`config.mk`:
```
export PLATFORM = sky130hd
export DESIGN_NAME = hdb3_codec
export DESIGN_NICKNAME = d
export VERILOG_FILES = /design/src/rtl/hdb3_pkg.sv /design/src/rtl/hdb3_enc.sv /design/src/rtl/hdb3_dec.sv /design/src/rtl/hdb3_codec.sv
export SDC_FILE = /design/constraint.sdc
export NUM_CORES = 1
export LEC_CHECK = 0
export CAP_MARGIN = 0
export CELL_PAD_IN_SITES_DETAIL_PLACEMENT = 1
export CELL_PAD_IN_SITES_GLOBAL_PLACEMENT = 1
export CORE_MARGIN = 4
export CORE_UTILIZATION = 45
export DETAILED_ROUTE_END_ITERATION = 16
export GPL_TIMING_DRIVEN = 0
export PLACE_DENSITY = 0.81
export SETUP_SLACK_MARGIN = 0.2
export SLEW_MARGIN = 25
export SYNTH_ARGS = -nofsm -noshare
export SYNTH_HDL_FRONTEND = slang
export SYNTH_SLANG_ARGS = --single-unit
```
`constraint.sdc`:
```
create_clock -name clk -period 1.7 [get_ports clk]
set_clock_uncertainty 0.1 [all_clocks]
set_input_delay 0.34 -clock clk [delete_from_list [all_inputs] [get_ports clk]]
set_output_delay 0.34 -clock clk [all_outputs]
set_load 0.01 [all_outputs]
```
`src/rtl/hdb3_pkg.sv`:
```
package hdb3_pkg;
  // one slot of the transmit look-ahead line
  typedef struct packed {
    logic live;   // holds a real input bit (not reset fill)
    logic mark;   // input bit was one
    logic head;   // first zero of a substituted run
    logic viol;   // last zero of a substituted run
  } enc_slot_t;

  // one slot of the receive delay line
  typedef struct packed {
    logic one;    // decoded data bit
    logic err;    // code error attached to this bit
  } dec_slot_t;
endpackage

```
`src/rtl/hdb3_enc.sv`:
```
module hdb3_enc
  import hdb3_pkg::*;
#(
  parameter int RUN_LEN = 4
) (
  input  logic clk,
  input  logic rst,
  input  logic en,
  input  logic din,
  output logic pos,
  output logic neg
);
  localparam int DEPTH = RUN_LEN;
  localparam int WIN   = RUN_LEN - 1;

  enc_slot_t line_q [DEPTH];
  enc_slot_t line_d [DEPTH];
  enc_slot_t out_s;
  logic      run_ok;
  logic      last_q, last_d;   // 1: last pulse positive
  logic      odd_q, odd_d;     // pulses since last violation is odd
  logic      pos_d, neg_d;

  // a full zero run when the new bit and the newest WIN slots are plain zeros
  always_comb begin
    run_ok = !din;
    for (int i = 0; i < WIN; i++) begin
      run_ok = run_ok && line_q[i].live && !line_q[i].mark &&
               !line_q[i].viol && !line_q[i].head;
    end
  end

  always_comb begin
    line_d[0] = '{live: 1'b1, mark: din, head: 1'b0, viol: run_ok};
    for (int i = 1; i < DEPTH; i++) begin
      line_d[i] = line_q[i-1];
      if (run_ok && i == DEPTH - 1) line_d[i].head = 1'b1;
    end
  end

  assign out_s = line_q[DEPTH-1];

  always_comb begin
    pos_d  = 1'b0;
    neg_d  = 1'b0;
    last_d = last_q;
    odd_d  = odd_q;
    if (out_s.viol) begin
      pos_d = last_q;
      neg_d = !last_q;
      odd_d = 1'b0;
    end else if (out_s.mark || (out_s.head && !odd_q)) begin
      pos_d  = !last_q;
      neg_d  = last_q;
      last_d = !last_q;
      odd_d  = !odd_q;
    end
  end

  always_ff @(posedge clk) begin
    if (rst) begin
      for (int i = 0; i < DEPTH; i++) line_q[i] <= '0;
      pos    <= 1'b0;
      neg    <= 1'b0;
      last_q <= 1'b0;
      odd_q  <= 1'b0;
    end else if (en) begin
      for (int i = 0; i < DEPTH; i++) line_q[i] <= line_d[i];
      pos    <= pos_d;
      neg    <= neg_d;
      last_q <= last_d;
      odd_q  <= odd_d;
    end
  end
endmodule

```
`src/rtl/hdb3_dec.sv`:
```
module hdb3_dec
  import hdb3_pkg::*;
#(
  parameter int RUN_LEN = 4
) (
  input  logic clk,
  input  logic rst,
  input  logic en,
  input  logic pin,
  input  logic nin,
  output logic dout,
  output logic cerr
);
  localparam int DEPTH = RUN_LEN;
  localparam int GAP   = RUN_LEN - 2;   // zeros required before a violation
  localparam int CLR   = RUN_LEN - 2;   // oldest slot index cleared on a match

  dec_slot_t line_q [DEPTH];
  dec_slot_t line_d [DEPTH];
  logic      last_q, last_d;   // 1: last pulse positive
  logic      both, pulse, viol, gap_ok, legal;

  assign both  = pin && nin;
  assign pulse = pin ^ nin;
  assign viol  = pulse && (pin == last_q);

  always_comb begin
    gap_ok = 1'b1;
    for (int i = 0; i < GAP; i++) begin
      gap_ok = gap_ok && !line_q[i].one && !line_q[i].err;
    end
  end

  assign legal  = viol && gap_ok;
  assign last_d = pulse ? pin : last_q;

  always_comb begin
    line_d[0].one = pulse && !legal;
    line_d[0].err = both || (viol && !legal);
    for (int i = 1; i < DEPTH; i++) begin
      line_d[i] = line_q[i-1];
      if (legal && (i - 1) <= CLR) line_d[i].one = 1'b0;
    end
  end

  always_ff @(posedge clk) begin
    if (rst) begin
      for (int i = 0; i < DEPTH; i++) line_q[i] <= '0;
      last_q <= 1'b0;
      dout   <= 1'b0;
      cerr   <= 1'b0;
    end else if (en) begin
      for (int i = 0; i < DEPTH; i++) line_q[i] <= line_d[i];
      last_q <= last_d;
      dout   <= line_q[DEPTH-1].one;
      cerr   <= line_q[DEPTH-1].err;
    end
  end
endmodule

```
`src/rtl/hdb3_codec.sv`:
```
module hdb3_codec #(
  parameter int RUN_LEN = 4
) (
  input  logic clk,
  input  logic rst,
  input  logic bit_en,
  input  logic tx_bit,
  output logic tx_pos,
  output logic tx_neg,
  input  logic rx_pos,
  input  logic rx_neg,
  output logic rx_bit,
  output logic rx_cerr
);
  hdb3_enc #(.RUN_LEN(RUN_LEN)) u_enc (
    .clk (clk),
    .rst (rst),
    .en  (bit_en),
    .din (tx_bit),
    .pos (tx_pos),
    .neg (tx_neg)
  );

  hdb3_dec #(.RUN_LEN(RUN_LEN)) u_dec (
    .clk  (clk),
    .rst  (rst),
    .en   (bit_en),
    .pin  (rx_pos),
    .nin  (rx_neg),
    .dout (rx_bit),
    .cerr (rx_cerr)
  );
endmodule

```
* Yosys cells after proc, flatten, opt, wreduce, memory -nomap -nowiden
Memory sizes are Yosys's and may differ from the RTL's. A register that Yosys moved wholly into a read port is not among the register bits.
Index checks and enable logic that the tools add are counted.
** Cells by class
- $add $sub $neg :: 0
- $mul :: 0
- Divide/modulo/power cells :: 0
- Magnitude comparators :: 0
- Eq/ne operators :: 1
- Shifts and indexed selects :: 0
- Muxes and demuxes :: 23
- Bitwise operators :: 10
- Reduce and logical (&&, ||, !) cells :: 44
** Operators by type and width (count)
- logical AND 1 bit :: 21
- logical NOT 1 bit :: 17
- 2-to-1 mux 4 bit :: 4
- 2-to-1 mux 1 bit :: 15
- 2-to-1 mux 2 bit :: 4
- bitwise OR 1 bit :: 8
- AND reduction 2 bit :: 2
- AND reduction 3 bit :: 1
- logical OR 1 bit :: 2
- nonzero test 2 bit :: 1
- == test 1 bit :: 1
- inverter 1 bit :: 1
- XOR 1 bit :: 1
** Storage, ports and cells
- Register bits after elaboration :: 5
- Latch bits :: 0
- RAM bits :: 24
- Bits in read-only memories :: 0
- Input port bits :: 6
- Output and inout bits :: 4
- Word-level logic and storage cells :: 85
- Memories :: 2
** Memory list
- u_enc.line_q :: depth 4, width 4, rd ports 4, clocked after memory_dff 0, wr ports 4, RTL line hdb3_enc.sv:16 : enc_slot_t line_q [DEPTH];
- u_dec.line_q :: depth 4, width 2, rd ports 4, clocked after memory_dff 1, wr ports 4, RTL line hdb3_dec.sv:18 : dec_slot_t line_q [DEPTH];

* Logic depth before layout (Yosys ltp)
Gate-level depths: netlist (run 1).
- Word-level depth :: 15
- Gate-level depth with buffers :: 4
- Mapped depth without buffers :: 4

* Modules after synthesis
Synthesis (run 1) repeated with hierarchy kept, for this count alone.
** Unflattened totals
- Cells, all modules :: 91
- Area total of the unflattened synthesis :: 1207.4 µm²
** By module, submodules not included
- hdb3_enc :: instances 1, cells each 55, area each 685.7 µm², sequential area each 430.4 µm²
- hdb3_dec :: instances 1, cells each 36, area each 521.8 µm², sequential area each 300.3 µm²

* Worst setup path before layout (run 1)
No wires, ideal clock.
- Kind :: in2reg
- Start point :: in bit_en
- End point :: mem u_dec.line_q[0][0] (netlist bit), enable pin
- Setup time :: 298 ps
- Arrival time :: 928 ps
- Data required time :: 1302 ps
- Path slack :: 374 ps
- Cell stages on the path :: 2
- Buffers on the path :: 1
- Path through :: buf_4 > or2_2
** RTL lines
- start, declared :: RTL line hdb3_codec.sv:6 : input logic bit_en,
- end, declared :: RTL line hdb3_dec.sv:18

==> metrics.md, run 1 <==
| Metric | Value |
|---|---|
| FMAX | 715.6 MHz |
| Setup tns final | 0 ns |
| Layout Nets | 113 |
| CP arrival | 1.46 ns |
| R2r startpoint | u_dec.line_q[0][1] |
| CP startpoint | bit_en |
| Clk_lat worst skew | 0.31 ns |
| Clk root buf | clkbuf_4 |
| YS warnings | 0 |
| Buffer count from post-CTS setup fixing | 0 |
| Max_slew headroom | 0.7948 |
| R2R Setup Slk | 0.36 ns |
| Main area contributors after synthesis | edfxtp_1 (49%), dfxtp_1 (14%), and2_1 (7.0%), nor2_1 (2.6%), nand2_1 (1.9%) |
| Drt drc | 0 |
| Avg Synthesized Cell Area | 12.73 µm² |
| Register bit count reported by yosys | 27 |
| I/O Buffers | 9 |
| Die Width | 58.74 µm |
| CTS tree | yes |
| Crit-path max cell delay | 0.54 ns |
| DRT Pass-1 Iters | 4 |
| DR iter-0 viols | 9 |
| Post-Syn Nets | 98 |
| Area delta synth->final | 13.82% |
| H-tree levels | 1 |
| Vias/cell | 5.222 |
| Final hold vios | 0 |
| Final WL | 1.971 mm |
| Gpl congestion | 0.7664 |
| WP data required | 1.77 ns |
| Mapped Area | 1159 µm² |
| XOR/XNOR Fraction of Synth Area | 0.007559 |
| Routed len/inst | 14.60 µm |
| Pins Over Slew Limit | 0 |
| Hold Crit Class | register to register |
| Simple-gate area share of the yosys netlist | 0.2311 |
| Pwr Density | 880.3 nW/µm² |
| CP Cell Sequence | clkdlybuf4s50_1 > and2b_4 > buf_6 > nand2_2 > a31oi_2 |
| Final Cycle Share | 0.8220 |
| Total number of vias | 705 |
| Clock sink count | 27 |
| Pleak | 0.5259 nW |
| Die H | 58.74 µm |
| Layout cell share with drive strength beyond 1 | 0.1429 |
| IO Pins | 10 |
| EDFF count, synth | 19 |
| Slowest cell on crit path | clkdlybuf4s50_1 |
| Vias in the first global route | 778 |
| Cell family with most CP delay | buffers and inverters |
| GRT Total Usage | 0.1345 |
| Initial core utilization | 0.4677 |
| Antenna violations before repair | 0 |
| RSZ-0062 raised after global routing | no |
| Area leader, netlist | edfxtp_1 |
| Slew @ Worst Pin | 0.3057 ns |
| Core ar. | 2477 µm² |
| Largest family of logic cells by synthesized area | simple AND/OR/NAND/NOR gates |
| CP Buf/Inv Count | 2 |
| Sequential area share after synthesis | 0.6307 |
| Ys flop type | edfxtp_1 |
| Full die area | 3450 µm² |
| Cell variety after synth | 33 |
| Worst Setup Start Kind | primary input |
| Worst-case clock buffer depth | 2 |
| Adder-Cell Fraction of Synth Area | 0.01080 |
| Cell count after synthesis | 91 |
| Antenna diodes | 0 |
| Largest net degree at the start of global routing | 15 |
| Final setup fails | 0 |
| Antenna Nets Post-Route | 0 |
| Top-area cell type share of the netlist area | 0.4924 |
| Setup crit end kind | register |
| Gr ovfl total | 0 |
| Compound-cell area share of the yosys netlist | 0.06587 |
| Post-DP HPWL | 1.329 mm |
| Critical path class | primary input to register |
| CP max FO | 10 |
| Post-layout min period | 1.397 ns |
| Cts bufs inserted | 3 |
| First-pass GRT wire length | 3.581 mm |
| FP Rows | 18 |
| Multiplexer share of the synthesized area | 0.03024 |
| Final core occ | 0.5323 |
| Status | finished, final reports clean |
| Ys async rst share | 0 |
| Clk slew on worst S/H paths | 0.14 ns |
| VDD IR max | 0.5130 mV |
| Max-cap violations | 0 |
| Hold_sp | u_dec.last_q |
[layout make-up]
type                       count  area, µm²
buffer                         3      23.77
clock buffer                   4      26.28
fill                         260       1159
inverter                       1      3.754
multi-input combinational     61      411.6
sequential                    27      730.7
tap                           30      37.54
timing repair buffer           9      85.08
[registers in the layout (all words and copies together) (netlist names)]
signal        flops
u_dec.cerr        1
u_dec.dout        1
u_enc.line_q     12
u_enc.last_q      1
u_dec.line_q      8
u_dec.last_q      1
u_enc.odd_q       1
u_enc.pos         1
u_enc.neg         1
[stage by stage]
step                area, µm²  setup WS [ns]  power (W)  hold slack [ns]  cells
floorplan                1159         0.3742  0.0008606           0.3479     91
global placement         1286        -0.2963  0.0009020           0.3582    130
detailed placement       1286        -0.3163  0.0009095           0.3767    130
CTS                      1316         0.2253   0.001177           0.3959    135
global route             1319         0.2204   0.001225           0.4323    135
finish                   1319         0.3026   0.001161           0.3945    135
[cell usage in the layout (no fill, tap or decap), drive strengths merged, types with 2 or more instances in the layout]
master	netlist	layout
mux2i	2	2
and3	2	2
or2	1	2
dlygate4sd2	0	4
a21oi	2	2
nand2	7	7
nor2b	4	4
dfxtp	8	8
and2	14	14
a311oi	2	2
clkdlybuf4s50	0	5
nor3	2	2
clkbuf	0	4
edfxtp	19	19
nor2	8	8
buf	3	3
o21ai	4	4
[cell usage after synthesis (2+ instances only)]
cell type and number:
nand2_1 6, nor2_1 8, o21ai_1 3, and2_1 13, a311oi_1 2, nor2b_1 3
a21oi_1 2, and3_1 2, dfxtp_1 8, edfxtp_1 19, mux2i_1 2, nor3_1 2
[layer usage]
metal / global-route usage / share of wire / vias up
met5: 0 / 0 / -
met4: 0.02913 / 0.0076 / 0
met3: 0.01974 / 0.029 / 2
met2: 0.2461 / 0.51 / 9
met1: 0.1664 / 0.45 / 342
li1: - / - / 352
[logic make-up after synthesis]
logic type	Yosys count
muxes	3
adders and majority gates	1
buffers and inverters	4
AOI/OAI and AO/OA	11
and+or+nand+nor	44
xor gates and xnor gates	1
DFF	27
[path summary, 6_finish.rpt]
path | end | cells after the start
worst max-delay path | u_dec.line_q[3][1] | 5
worst min register to register | u_dec.last_q | 2
worst max register to register | u_dec.line_q[0][0] | 3
worst min-delay path | u_dec.last_q | 2
[worst min-delay path: cells and delay by family (launching register included)]
kind	cells	cell delay (ns)
and+or+nand+nor	1	0.06
AOI/OAI and AO/OA	1	0.06
DFF	1	0.35
[repair_timing]
| action | 4_1_cts | 5_1_grt |
|---|---|---|
| pin swaps | 1 | 0 |
| hold buffers | 0 | 0 |
| cloned | 1 | 0 |
| gates resized for setup | 5 | 1 |
| endpoints found under the setup margin | 23 | 9 |
[report_power, final]
part | total [W] | switching (W) | internal [W]
combinational | 0.000119 | 0.0000578 | 0.0000611
clock | 0.000269 | 0.000178 | 0.0000915
sequential | 0.000773 | 0.0000269 | 0.000746
Power figures use the tool's default switching activity.
==> run 2: changes to the inputs <==
- CORE_UTILIZATION: 45 -> 40
- PLACE_DENSITY: 0.81 -> 0.77
- clock period: 1.7 -> 1.1 ns (I/O delays scaled with it)
==> run 2 against run 1 <==
- sequential cell count unchanged
- largest power group unchanged
- first-iteration DRC count rose to 3.7 times the previous value
- non-clock buffer count up 9
- largest cell class unchanged
- wire length increased by 19%
- the flow now finishes with violations (setup timing)
==> metrics.md, run 2 (same netlist as run 1, synthesis figures left out) <==
| Metric | Value |
|---|---|
| Antenna violations before repair | 0 (unchanged) |
| RSZ-0062 raised after global routing | yes (was no) |
| R2r startpoint | u_dec.line_q[1][0] (was u_dec.line_q[0][1]) |
| Hold path depth | 3 (was 2) |
| Die Width | 61.82 µm (was 58.74 µm) |
| First-pass GRT wire length | 3.746 mm (was 3.581 mm) |
| R2R Setup Slk | -0.23 ns (was 0.36 ns) |
| Die H | 61.82 µm (was 58.74 µm) |
| FMAX | 750.3 MHz |
| Routed len/inst | 15.92 µm (was 14.60 µm) |
| WHS Endpoint | u_dec.last_q (unchanged) |
| Placed inst area | 1325 µm² (was 1286 µm²) |
| Status | finished with violations (was finished, final reports clean) |
| IO Pins | 10 (unchanged) |
| VDD IR max | 1.020 mV (was 0.5130 mV) |
| DRT Pass-1 Iters | 4 (unchanged) |
| WP data required | 1.10 ns (was 1.77 ns) |
| Final Cycle Share | 1.212 |
| Max reg flops | 12 (unchanged) |
| Total power | 0.001885 W (was 0.001161 W) |
| Core ar. | 2758 µm² (was 2477 µm²) |
| Register area | 735.7 µm² (was 730.7 µm²) |
| R2r endpoint | u_dec.line_q[0][0] (unchanged) |
| Pins Over Slew Limit | 0 (unchanged) |
| Layout cell share with drive strength beyond 1 | 0.4138 (was 0.1429) |
| Area delta synth->final | 28.08% (was 13.82%) |
| Hold Crit Class | primary input to register (was register to register) |
| Hold-fix buffers, CTS | 0 (unchanged) |
| Layout Nets | 124 (was 113) |
| Full die area | 3822 µm² (was 3450 µm²) |
| Most flops, register | u_enc.line_q (unchanged) |
| Max-cap violations | 0 (unchanged) |
| DR iter-0 viols | 33 (was 9) |
| Commonest non-fill, non-tap cells in the layout | edfxtp_1 (19), and2_1 (12), buf_6 (8) (was edfxtp_1 (19), and2_1 (13), nor2_1 (8), dfxtp_1 (8), nand2_1 (6)) |
| Largest regs | u_enc.line_q: 12 flops, u_dec.line_q: 8 flops (unchanged) |
| Cts bufs inserted | 3 (unchanged) |
| H-tree levels | 1 (unchanged) |
| Post-layout min period | 1.333 ns |
| Vias in the first global route | 784 (was 778) |
| Failing checks | setup timing |
| Final WL | 2.340 mm (was 1.971 mm) |
| Final core occ | 0.5381 (was 0.5323) |
| Gr ovfl total | 0 (unchanged) |
| Final hold vios | 0 (unchanged) |
| Clk slew on worst S/H paths | 0.14 ns (about the same) |
| Clock sink count | 27 (unchanged) |
| Clk root buf | clkbuf_4 (unchanged) |
| CTS tree | yes (unchanged) |
| Initial core utilization | 0.4201 (was 0.4677) |
| FP Rows | 19 (was 18) |
| GRT Total Usage | 0.1407 (was 0.1345) |
| Worst-case clock buffer depth | 2 (unchanged) |
| Pwr Density | 1270 nW/µm² (was 880.3 nW/µm²) |
| Total number of vias | 768 (was 705) |
| CP arrival | 1.33 ns (was 1.46 ns) |
| Vias/cell | 5.224 (was 5.222) |
| Pleak | 0.5966 nW (was 0.5259 nW) |
| Gpl congestion | 0.7143 (was 0.7664) |
| Register-to-Register Path Depth | 3 (unchanged) |
| Worst Setup Start Kind | register (was primary input) |
| Slew @ Worst Pin | 0.3163 ns (was 0.3057 ns) |
| Commonest non-fill, non-tap cell in the layout | edfxtp_1 (unchanged) |
| Hold_sp | rx_pos (was u_dec.last_q) |
| Antenna diodes | 0 (unchanged) |
| Filler cells | 292 (was 260) |
| Fin area | 1484 µm² (was 1319 µm²) |
| Final setup fails | 12 (was 0) |
| Setup crit end kind | register (unchanged) |
| Largest net degree at the start of global routing | 16 (was 15) |
| Max_slew headroom | 0.7876 (was 0.7948) |
| I/O Buffers | 9 (unchanged) |
| Multi-input logic area | 486.7 µm² (was 411.6 µm²) |
| Clk_lat worst skew | 0.33 ns (was 0.31 ns) |
| Pre-CTS setup slack | -0.6355 ns (was -0.3163 ns) |
| Critical path class | register to register (was primary input to register) |
| Setup ws final | -0.2328 ns (was 0.3026 ns) |
| Post-DP HPWL | 1.478 mm (was 1.329 mm) |
| CP max FO | 3 (was 10) |
| Worst Hold Slack | 0.08766 ns (was 0.3945 ns) |
| Drt drc | 0 (unchanged) |
| Antenna Nets Post-Route | 0 (unchanged) |
## run 2: final cells by class
class                      instances  area share
inverter                           1    0.002530
buffer                             3     0.02530
timing repair buffer              18      0.1037
tap                               31     0.02614
sequential                        27      0.4958
clock inverter                     1    0.003373
clock buffer                       3     0.01518
multi-input combinational         63      0.3280
## run 2: worst max-delay path by stage
stage                             startpoint             endpoint  slack [ns]  cells after the start
final                     u_dec.line_q[1][0]   u_dec.line_q[0][0]       -0.23                      3
after detailed placement              bit_en  u_enc.line_q[0][14]       -0.64                      3
after global routing      u_dec.line_q[1][0]   u_dec.line_q[0][0]       -0.29                      3
after CTS                 u_dec.line_q[0][1]   u_dec.line_q[0][0]       -0.23                      3
after global placement                bit_en   u_enc.line_q[0][2]       -0.61                      3
after floorplan           u_dec.line_q[0][1]   u_dec.line_q[0][0]       -0.15                      3
## run 2: what timing repair did
| item | 4_1_cts | 5_1_grt |
|---|---|---|
| setup buffers | 8 | 1 |
| pin swaps | 8 | 11 |
| gates resized for setup | 41 | 9 |
| setup endpoints to repair | 50 | 23 |
| cloned | 3 | 0 |
## run 2: worst max-delay path: stages, from the launching register on
cell,delay (ns)
edfxtp_1,0.46
nor4_4,0.34
nand4b_1,0.15
nand2_1,0.06
## run 2: report_power, final
part / switching (W) / internal, W
combinational: 0.000119 / 0.000142
sequential: 0.0000442 / 0.00115
clock: 0.000290 / 0.000137
## run 2: layer usage
layer / share of wire / track usage
met5: 0 / 0
met4: 0.0090 / 0.03636
met3: 0.040 / 0.05165
met2: 0.52 / 0.2242
met1: 0.43 / 0.1819
## run 2: per-stage QoR
| stage | instances | setup TNS (ns) |
|---|---|---|
| after floorplan | 91 | -0.3681 |
| after global placement | 131 | -23.12 |
| after detailed placement | 131 | -24.42 |
| after CTS | 146 | -1.075 |
| after global routing | 147 | -1.710 |
| final | 147 | -1.005 |
